==> src/rtl/fir_pkg.sv <==
package fir_pkg;

    // number of values present at a given level of the pairwise tree
    function automatic int lvl_nodes(input int taps, input int lvl);
        int n;
        n = taps;
        for (int i = 0; i < lvl; i++) begin
            n = (n + 1) / 2;
        end
        return n;
    endfunction

    function automatic longint abs_val(input longint v);
        return (v < 0) ? -v : v;
    endfunction

endpackage

==> src/rtl/fir_const_mult.sv <==
// Product of a sample and a fixed weight, built only from shifts and adds.
module fir_const_mult #(
    parameter int               W_IN   = 8,
    parameter int               COEF_W = 8,
    parameter int               ACC_W  = 19,
    parameter logic [COEF_W-1:0] COEF  = '0
) (
    input  logic [W_IN-1:0]  x_i,
    output logic [ACC_W-1:0] p_o
);
    localparam bit               NEG = COEF[COEF_W-1];
    localparam logic [COEF_W-1:0] MAG = NEG ? (~COEF + 1'b1) : COEF;

    logic [ACC_W-1:0]            xe;
    logic [COEF_W:0][ACC_W-1:0]  part;

    assign xe      = {{(ACC_W-W_IN){x_i[W_IN-1]}}, x_i};
    assign part[0] = '0;

    for (genvar b = 0; b < COEF_W; b++) begin : g_bit
        if (MAG[b]) begin : g_set
            assign part[b+1] = part[b] + (xe << b);
        end else begin : g_clr
            assign part[b+1] = part[b];
        end
    end

    if (NEG) begin : g_neg
        assign p_o = -part[COEF_W];
    end else begin : g_pos
        assign p_o = part[COEF_W];
    end
endmodule

==> src/rtl/fir_sum_level.sv <==
// One level of the pairwise adder tree; an odd last value passes through.
module fir_sum_level #(
    parameter  int N_IN  = 5,
    parameter  int ACC_W = 19,
    localparam int N_OUT = (N_IN + 1) / 2
) (
    input  logic [N_IN-1:0][ACC_W-1:0]  a_i,
    output logic [N_OUT-1:0][ACC_W-1:0] s_o
);
    for (genvar i = 0; i < N_OUT; i++) begin : g_node
        if (2*i + 1 < N_IN) begin : g_pair
            assign s_o[i] = a_i[2*i] + a_i[2*i+1];
        end else begin : g_pass
            assign s_o[i] = a_i[2*i];
        end
    end
endmodule

==> src/rtl/shiftadd_fir.sv <==
module shiftadd_fir
    import fir_pkg::*;
#(
    parameter  int DATA_W   = 8,
    parameter  int COEF_W   = 8,
    parameter  int NUM_TAPS = 5,
    parameter  logic [NUM_TAPS-1:0][COEF_W-1:0] COEFS =
        {8'h01, 8'h80, 8'h0C, 8'hFB, 8'h7F},
    localparam int ACC_W    = DATA_W + COEF_W + $clog2(NUM_TAPS)
) (
    input  logic              clk,
    input  logic              rst,
    input  logic              in_valid,
    input  logic [DATA_W-1:0] in_data,
    output logic              out_valid,
    output logic [ACC_W-1:0]  out_data
);
    localparam int LVLS = $clog2(NUM_TAPS);

    typedef logic [NUM_TAPS-1:0][ACC_W-1:0] vec_t;

    typedef struct packed {
        logic [NUM_TAPS-1:1][DATA_W-1:0] dl;   // dl[k]: sample accepted k strobes ago
        logic [LVLS:0]                   vld;  // vld[0]: products, vld[l]: tree level l
        vec_t [LVLS:0]                   lvl;
    } st_t;

    st_t st_d, st_q;

    logic [NUM_TAPS-1:0][DATA_W-1:0] taps_w;
    vec_t                            prod_w;
    vec_t                            sum_w [LVLS:1];

    assign taps_w[0] = in_data;
    for (genvar i = 1; i < NUM_TAPS; i++) begin : g_tap
        assign taps_w[i] = st_q.dl[i];
    end

    for (genvar i = 0; i < NUM_TAPS; i++) begin : g_mul
        fir_const_mult #(
            .W_IN  (DATA_W),
            .COEF_W(COEF_W),
            .ACC_W (ACC_W),
            .COEF  (COEFS[i])
        ) i_mul (
            .x_i(taps_w[i]),
            .p_o(prod_w[i])
        );
    end

    for (genvar l = 1; l <= LVLS; l++) begin : g_lvl
        localparam int NI = lvl_nodes(NUM_TAPS, l - 1);
        localparam int NO = lvl_nodes(NUM_TAPS, l);
        logic [NO-1:0][ACC_W-1:0] s;
        vec_t                     pad;

        fir_sum_level #(
            .N_IN (NI),
            .ACC_W(ACC_W)
        ) i_lvl (
            .a_i(st_q.lvl[l-1][NI-1:0]),
            .s_o(s)
        );

        always_comb begin
            pad          = '0;
            pad[NO-1:0]  = s;
        end
        assign sum_w[l] = pad;
    end

    always_comb begin
        st_d        = st_q;
        st_d.vld[0] = in_valid;
        if (in_valid) begin
            st_d.lvl[0] = prod_w;
            st_d.dl[1]  = in_data;
            for (int i = 2; i < NUM_TAPS; i++) begin
                st_d.dl[i] = st_q.dl[i-1];
            end
        end
        for (int l = 1; l <= LVLS; l++) begin
            st_d.vld[l] = st_q.vld[l-1];
            if (st_q.vld[l-1]) begin
                st_d.lvl[l] = sum_w[l];
            end
        end
    end

    always_ff @(posedge clk) begin
        if (rst) begin
            st_q <= '0;
        end else begin
            st_q <= st_d;
        end
    end

    assign out_valid = st_q.vld[LVLS];
    assign out_data  = st_q.lvl[LVLS][0];
endmodule

==> config.mk <==
export PLATFORM = sky130hd
export DESIGN_NAME = shiftadd_fir
export DESIGN_NICKNAME = d
export VERILOG_FILES = /design/src/rtl/fir_pkg.sv /design/src/rtl/fir_const_mult.sv /design/src/rtl/fir_sum_level.sv /design/src/rtl/shiftadd_fir.sv
export SDC_FILE = /design/constraint.sdc
export NUM_CORES = 1
export LEC_CHECK = 0
export ABC_AREA = 0
export BUFFER_PORTS_ARGS = -buffer_cell sky130_fd_sc_hd__clkbuf_2
export CAP_MARGIN = 30
export CORE_MARGIN = 1.5
export CORE_UTILIZATION = 50
export CTS_CLUSTER_DIAMETER = 150
export DETAILED_ROUTE_END_ITERATION = 10
export PLACE_DENSITY = 0.64
export SLEW_MARGIN = 40
export SYNTH_ARGS = -nofsm -noshare
export SYNTH_HDL_FRONTEND = slang
export SYNTH_SLANG_ARGS = --single-unit
==> constraint.sdc <==
create_clock -name clk -period 11 [get_ports clk]
set_input_delay 1.1 -clock clk [delete_from_list [all_inputs] [get_ports clk]]
set_output_delay 1.1 -clock clk [all_outputs]
set_load 0.02 [all_outputs]
After elaboration in Yosys (flattened, before gate mapping)
Cells that the tools add are included.

Logic and storage cells: 30. Output and inout port bits: 20. Flip-flop bits (word level): 212. Bits of input ports: 11.

Add/sub/neg operators: 14.

Operator list (count): adder 19 bit (4); negator 19 bit (2); adder 14 x 14 -> 15 bit (1); adder 13 x 13 -> 14 bit (1); adder 12 x 12 -> 13 bit (1); adder 10 x 11 -> 12 bit (1); adder 11 x 11 -> 12 bit (1); adder 10 x 10 -> 11 bit (1); adder 8 x 10 -> 11 bit (1); adder 8 x 9 -> 10 bit (1).

Depth between registers and ports, before layout
Gate-level depths: netlist of the first run.

Depth in word-level cells: 6. Gate-level depth with buffers: 18. Depth with buffers taken out: 18.

Hierarchy
From an unflattened synthesis of the first run, not the netlist that was laid out.

Cell total of the unflattened synthesis: 1631. Area total of the unflattened synthesis: 15224.6 um^2.

Modules (own cells, without submodules): shiftadd_fir (cells each 805, seq. area each 4904.7 um^2, instances 1, area an instance 8914.8 um^2); fir_sum_level at g_lvl[1].i_lvl (cells each 272, seq. area each 0.0 um^2, instances 1, area an instance 1998.2 um^2); fir_const_mult at g_mul[0].i_mul (cells each 126, seq. area each 0.0 um^2, instances 1, area an instance 1192.4 um^2); fir_sum_level at g_lvl[2].i_lvl (cells each 136, seq. area each 0.0 um^2, instances 1, area an instance 989.7 um^2); fir_sum_level at g_lvl[3].i_lvl (cells each 132, seq. area each 0.0 um^2, instances 1, area an instance 927.1 um^2); fir_const_mult at g_mul[1].i_mul (cells each 62, seq. area each 0.0 um^2, instances 1, area an instance 479.2 um^2); fir_const_mult at g_mul[2].i_mul (cells each 49, seq. area each 0.0 um^2, instances 1, area an instance 372.9 um^2); fir_const_mult at g_mul[3].i_mul (cells each 30, seq. area each 0.0 um^2, instances 1, area an instance 207.7 um^2); fir_const_mult at g_mul[4].i_mul (cells each 19, seq. area each 0.0 um^2, instances 1, area an instance 142.6 um^2).

Worst setup path after synthesis of the first run
Ideal clock, no wire load.

Kind: input to register. Start: input in_data[0]. End: register st_q[13] (netlist bit). Path slack: 5992 ps. Data required time: 10867 ps. Library setup time: 133 ps. Arrival time: 4875 ps. Stages: 15. Path through: inv_1 -> fa_1 -> fa_1 -> fa_1 -> inv_1 -> fa_1 -> fa_1 -> a21o_1 -> a21oi_1 -> o21bai_1 -> a21oi_1 -> o21bai_1 -> a21oi_1 -> mux2i_1 -> o21ai_0.

Longest elaborated chain between the ends: 6.

Ends and longest elaborated chain: start: declaration (RTL line shiftadd_fir.sv:14) `input logic [DATA_W-1:0] in_data,`; adder 8 x 9 -> 10 bit (RTL line fir_const_mult.sv:22) `assign part[b+1] = part[b] + (xe << b);`; adder 10 x 10 -> 11 bit (RTL line fir_const_mult.sv:22); adder 11 x 11 -> 12 bit (RTL line fir_const_mult.sv:22); adder 12 x 12 -> 13 bit (RTL line fir_const_mult.sv:22); adder 13 x 13 -> 14 bit (RTL line fir_const_mult.sv:22); adder 14 x 14 -> 15 bit * (RTL line fir_const_mult.sv:22); end signal: assignment (RTL line shiftadd_fir.sv:94) `st_q <= st_d;`; end: declaration (RTL line shiftadd_fir.sv:28) `st_t st_d, st_q;`.

Every way passes the cells marked *; elsewhere a longest branch is shown, timed or not. A chain may end at the register's enable or synchronous reset.

Worst setup path in the final report of the first run
Start: input in_data[1]. End: register st_q[13] (netlist bit).

The elaborated chain is that of the path after synthesis.

==> metrics, run 1 <==
status complete, no violations; core area 21700 µm²; largest net degree at the start of global routing 106; crit-path leading delay family adder cells; Antenna Nets Post-Route 0; power after layout 1.85 mW; Initial Utilization 50.6%; Clock Tree Buf Depth 2; Synth Register Bits 185; Compound-Gate Fraction of Synth Area 15.7%; share of cells above drive strength 1 6.50%; post-layout min period 4930 ps; Routed Wire Length 22.4 mm; worst hold path type flop to flop; GRT Residual Overflow 0; 1st-iter DRT viols 230; asr flop ratio synth 0%; hold buffers post-CTS 0; Final Core Density 55.3%; CP Launch Type primary input; Peak VDD IR 0.0970 mV; count of final hold-check violations 0; Worst Path Arrival 5220 ps; most frequent cells in the layout nor2_1 (192), dfxtp_1 (184), ha_1 (108); initial antenna violation count 0; vias per cell 5.37; first-pass GRT wire length 38.3 mm; Post-Synth Adder-Cell Area 17.0%; row cnt 54; Pins Over Slew Limit 0; Critical Path RT 11290 ps; # clock sinks 185; maxcap violations 0; Hold Slack 447 ps; Synth Net Count 1368; full die area 22900 µm²; Antenna Cells 0; Clk Latency, worst-skew pair 430 ps; XOR/XNOR Fraction of Synth Area 5.82%; syn avg cell area 8.98 µm²; overall routing resource usage 20.9%; Fillers 1971; P&R area growth vs syn 9.22%; commonest non-fill, non-tap cell in the layout nor2_1; post-synthesis cell area 11000 µm²; worst path buffer plus inverter count 3; DR vias 8194; Leak 5.58 nW; RSZ-0062 raised after global routing no; DRC viols 0; main flop type after synthesis dfxtp_1; Setup CP Type primary input to flop; Max FO, Critical Path 4; GP Congestion 0.812; worst slew pin tran 816 ps; CP endpoint kind flop; YS warnings 0; cells along the critical path clkbuf_2 -> inv_1 -> fa_1 -> fa_1 -> fa_1 -> inv_1 -> fa_1 -> fa_1 -> a21o_1 -> a21oi_1 -> o21bai_1 -> a21oi_1 -> o21bai_1 -> a21oi_1 -> mux2i_1 -> o21ai_0; I/O Buffers 30; gate count of the mapped netlist 1223; post-synthesis cell type count 66; Max Fclk 0.203 GHz; Nets 1379; Worst Skew 15.0 ps; Post-Synth Simple-Gate Area 13.9%; chip width 151 µm; largest family of logic cells by synthesized area adder cells; CTS tree built; Seq/Total Area, Yosys 33.7%; Pwr per Cell Area 154 nW/µm²; Post-synth EDFFs 0; slew margin rel. 45.6%; WL/cell 14.7 µm; DIE HEIGHT 151 µm; cts repair resizes 0; vias in the first global route 7989; final setup TNS 0 ps; CTS Buf Count 17; Slowest-stage cell, CP fa_1; Pre-antenna DRT Iters 4; root buffer cell clkbuf_16; post-CTS setup buffer count 0; final setup violation count 0; mux contribution to synthesized area 9.67%; clock-pin slew on the worst setup and hold paths 80 ps; DP Wirelength 16.4 mm; crit-path max cell delay 560 ps; Crit path top cell by count fa_1; num ports 31; crit share post-route 44.8%; htree depth 4
## kinds of logic (layout without fill, tap and decap cells)
family          after synthesis  in the layout
simple gates                344            344
buf+inv                     123            147
mux                         106            106
xor+xnor                     73             73
compound gates              258            258
flops                       185            185
fa+ha+maj                   134            134
## power breakdown
group | internal (mW) | leakage [nW] | switching, mW
Combinational | 0.216 | 3.77 | 0.265
Clock | 0.334 | 0.304 | 0.293
Sequential | 0.708 | 1.50 | 0.0293
## cells in the mapped netlist, types with 4 or more instances
master       n  area [µm²]
nor2_1     192         721
dfxtp_1    185        3700
ha_1       108        1350
mux2i_1    105        1050
a21oi_1     80         400
inv_1       75         282
nand2_1     53         199
xnor2_1     50         438
a21o_1      38         285
clkbuf_1    32         120
fa_1        26         521
o21ai_0     25         125
nor3_1      23         115
xor2_1      23         201
a211oi_1    19         143
nand3_1     13        65.1
nor2b_1     12        75.1
o21a_1      12        90.1
buf_1       11        41.3
o21bai_1    10        75.1
or3_1       10        62.6
a31oi_1      9        56.3
and3_1       9        56.3
o21ai_1      8        40.0
a21boi_1     6        45.0
nand2b_1     6        37.5
o31ai_1      6        45.0
and2_1       5        31.3
clkinv_1     5        18.8
nand4_1      5        31.3
a21boi_0     4        30.0
nor3b_1      4        30.0
o2111ai_1    4        35.0
## worst reg2reg max path: stages, from the launching register on
cell and delay (ps):
dfxtp_1 490, ha_1 230, inv_1 50, fa_1 370, nor2b_1 160, o21ai_0 110
a21oi_1 300, a21o_1 250, o21bai_1 80, a21boi_1 170, mux2_1 330, a311o_1 310
## through the flow
stage	instances	setup slack, ps	cell area (µm²)
4_1_cts	1527	6090	12000
3_3_place_gp	1495	5680	11400
6_report	1527	6070	12000
3_5_place_dp	1495	5630	11400
5_1_grt	1527	5840	12000
2_1_floorplan	1223	5990	11000
## final cells by class
cell class / count / area, µm² / share of cell area [%]
Inverter: 80 / 300 / 2.50
Clock inverter: 14 / 183 / 1.52
Timing Repair Buffer: 35 / 200 / 1.67
Clock buffer: 18 / 439 / 3.66
Multi-Input combinational cell: 915 / 6820 / 56.8
Sequential cell: 185 / 3700 / 30.9
Tap cell: 280 / 350 / 2.92
## registers in the layout, indices dropped and copies added, names as in the netlist
register	flops
out_data	19
st_q	162
out_valid	1
st_d	3
## path summary, 6_finish.rpt
kind / from / endpoint / slack, ps / cells past startpoint
min: out_data[15] / out_data[15] / 450 / 2
max: in_data[1] / st_q[13] / 6070 / 16
max reg2reg: st_q[384] / st_q[111] / 8040 / 11
min reg2reg: out_data[15] / out_data[15] / 450 / 2
## per-layer routing
layer  track usage [%]  vias up  routed length (µm)
met5                 0        -                   0
met4              4.90        0                 199
met3              3.55       11                 470
met2              36.3       79               10800
met1              26.8     3820               11000
li1                  -     4284                   -
Power figures use the tool's default switching activity.
==> run 2: changes to the inputs <==
Settings changed: PLACE_DENSITY 0.64 to 0.67.
Clock period 11 ns to 4.3 ns, I/O delays scaled along.
==> run 2 against run 1 <==
Cell area rose by 1.6%. Routed wire length shrank 1.6%. Critical endpoint unchanged. Critical path depth unchanged. First-iteration DRC count rose by 40%. Non-clock buffer count grew 23. Sequential share of layout area is 0.48 points lower. Register-to-register slack worse by 6700 ps.
==> metrics, run 2 (synthesis results as in run 1) <==
status complete, no violations (unchanged); WHS Path Cells 3 (was 2); Sequential Power Share 39.0% (was 39.9%); num ports 31 (unchanged); crit share post-route 93.3%; Leak 5.68 nW (was 5.58 nW); overall routing resource usage 20.5% (was 20.9%); Clock Tree Buf Depth 2 (unchanged); crit-path max cell delay 610 ps (was 560 ps); Slowest-stage cell, CP fa_1 (unchanged); Worst Path Arrival 4330 ps (was 5220 ps); commonest non-fill, non-tap cell in the layout nor2_1 (unchanged); DP Worst Slack -186 ps (was 5630 ps); GP Congestion 0.805 (was 0.812); htree depth 4 (unchanged); WL/cell 14.2 µm (was 14.7 µm); CTS Buf Count 17 (unchanged); vias in the first global route 7900 (was 7989); Crit path top cell by count fa_1 (unchanged); Initial Utilization 50.6% (unchanged); DR vias 8316 (was 8194); post-layout min period 4010 ps; sw frac 32.6% (was 31.8%); P&R area growth vs syn 10.9% (was 9.22%); RSZ-0062 raised after global routing no (unchanged); fin cells 1550 (was 1527); Antenna Nets Post-Route 0 (unchanged); clock-pin slew on the worst setup and hold paths 80 ps (about the same); Largest register FFs 162 (unchanged); power after layout 4.83 mW (was 1.85 mW); Critical Path RT 4620 ps (was 11290 ps); maxcap violations 0 (unchanged); 1st-iter DRT viols 323 (was 230); Reg-to-Reg End st_q[111] (unchanged); I/O Buffers 30 (unchanged); PnR worst setup slack 290 ps (was 6070 ps); Setup CP Type primary input to flop (unchanged); hold buffers post-CTS 0 (unchanged); Pins Over Slew Limit 0 (unchanged); Psw 1.58 mW (was 0.588 mW); vias per cell 5.37 (about the same); Pre-antenna DRT Iters 4 (unchanged); design area 12200 µm² (was 12000 µm²); first-pass GRT wire length 37.7 mm (was 38.3 mm); GR peak layer met2 (unchanged); full die area 22900 µm² (unchanged); row cnt 54 (unchanged); final setup TNS 0 ps (unchanged); clock share of power 33.2% (was 34.0%); post-CTS setup buffer count 0 (unchanged); Routed Wire Length 22.1 mm (was 22.4 mm); Top reg by flops st_q (unchanged); CP Launch Type primary input (unchanged); worst hold path type primary input to flop (was flop to flop); count of final hold-check violations 0 (unchanged); Clk Latency, worst-skew pair 440 ps (was 430 ps); final setup violation count 0 (unchanged); R2R setup slack 1370 ps (was 8040 ps); GR Util met1 26.4% (was 26.8%); slew margin rel. 49.4% (was 45.6%); cts repair resizes 0 (unchanged); Max Fclk 0.249 GHz; core area 21700 µm² (unchanged); Max FO, Critical Path 3 (was 4); Hold Path End st_q[391] (was out_data[15]); DIE HEIGHT 151 µm (unchanged); root buffer cell clkbuf_16 (unchanged); worst slew pin tran 759 ps (was 816 ps); Peak VDD IR 0.240 mV (was 0.0970 mV); Pwr per Cell Area 397 nW/µm² (was 154 nW/µm²); Hold Path Origin in_data[7] (was out_data[15]); initial antenna violation count 0 (unchanged); R2R depth 11 (unchanged); Nets 1402 (was 1379); largest net degree at the start of global routing 69 (was 106); GRT met3 Usage 3.28% (was 3.55%); Worst Skew 11.3 ps (was 15.0 ps); cells along the critical path clkbuf_2 -> inv_1 -> fa_1 -> fa_1 -> fa_1 -> inv_1 -> fa_1 -> fa_1 -> a21o_1 -> a21oi_1 -> o21bai_1 -> a21oi_2 -> o21bai_1 -> a21oi_1 -> mux2i_1 -> o21ai_0 (was clkbuf_2 -> inv_1 -> fa_1 -> fa_1 -> fa_1 -> inv_1 -> fa_1 -> fa_1 -> a21o_1 -> a21oi_1 -> o21bai_1 -> a21oi_1 -> o21bai_1 -> a21oi_1 -> mux2i_1 -> o21ai_0); CTS tree built (unchanged); share of cells above drive strength 1 8.27% (was 6.50%); CP endpoint kind flop (unchanged); placed cells 1518 (was 1495); met2 usage 35.7% (was 36.3%); cell-internal power 3.26 mW (was 1.26 mW); DRC viols 0 (unchanged); combinational share of power 27.8% (was 26.1%); # clock sinks 185 (unchanged); GRT Residual Overflow 0 (unchanged); R2R Path Start st_q[384] (unchanged); chip width 151 µm (unchanged); DP Wirelength 16.3 mm (was 16.4 mm); Antenna Cells 0 (unchanged); most frequent cells in the layout nor2_1 (192), dfxtp_1 (184), ha_1 (108) (unchanged); Placement Cell Area 11600 µm² (was 11400 µm²)
run 2: changes by cell type in the layout (fill, tap and decap cells not counted):
cell | before | now
buf_6 | 2 | 1
clkbuf_8 | 1 | 0
a21oi_1 | 80 | 79
a21oi_2 | 1 | 2
inv_12 | 0 | 2
clkinvlp_4 | 0 | 2
bufinv_16 | 1 | 0
clkinv_2 | 1 | 0
buf_12 | 0 | 1
clkinv_8 | 5 | 7
buf_4 | 5 | 28
inv_6 | 4 | 1
run 2: metrics by stage:
step	hold slack (ps)	util [%]
2_1_floorplan	431	-
3_3_place_gp	439	53.2
3_5_place_dp	444	53.3
4_1_cts	318	56.2
5_1_grt	331	56.2
6_report	332	56.2
run 2: final cells by class:
class,count,area (µm²)
clock buffers,17,425
clock inverters,15,201
fillers,2017,9500
inverters,80,300
multi-input cells,915,6820
flip-flops and latches,185,3700
well taps,280,350
repair buffers,58,382
run 2: worst max-delay path, delay by kind of cell:
kind,cells,cell delay [ps]
adder cells (fa/ha/maj),5,2560
AO/OA/AOI/OAI,7,950
multiplexers,1,200
buffers and inverters,3,190
run 2: how the worst max path moves through the flow:
stage	start	end
floorplan	in_data[3]	st_q[13]
global placement	in_data[0]	st_q[13]
detailed placement	in_data[0]	st_q[13]
CTS	in_data[0]	st_q[13]
global route	in_data[0]	st_q[13]
finish	in_data[0]	st_q[13]
run 2: power by group through the flow:
| stage | Sequential (mW) | Combinational (mW) | Clock [mW] |
|---|---|---|---|
| 6_report | 1.89 | 1.34 | 1.60 |
| 5_1_grt | 1.90 | 1.53 | 1.72 |
| 4_1_cts | 1.89 | 1.36 | 1.64 |
| 3_5_place_dp | 1.93 | 1.35 | 0 |
| 3_3_place_gp | 1.92 | 1.32 | 0 |
| 2_1_floorplan | 1.90 | 1.02 | 0 |
run 2: metal layers:
metal  up-vias  part of all wire, %  routed length (µm)
li1       4354                    -                   -
met1      3868                   49               10700
met2        79                   48               10600
met3        15                  2.2                 494
met4         0                 0.97                 214
met5         -                    0                   0
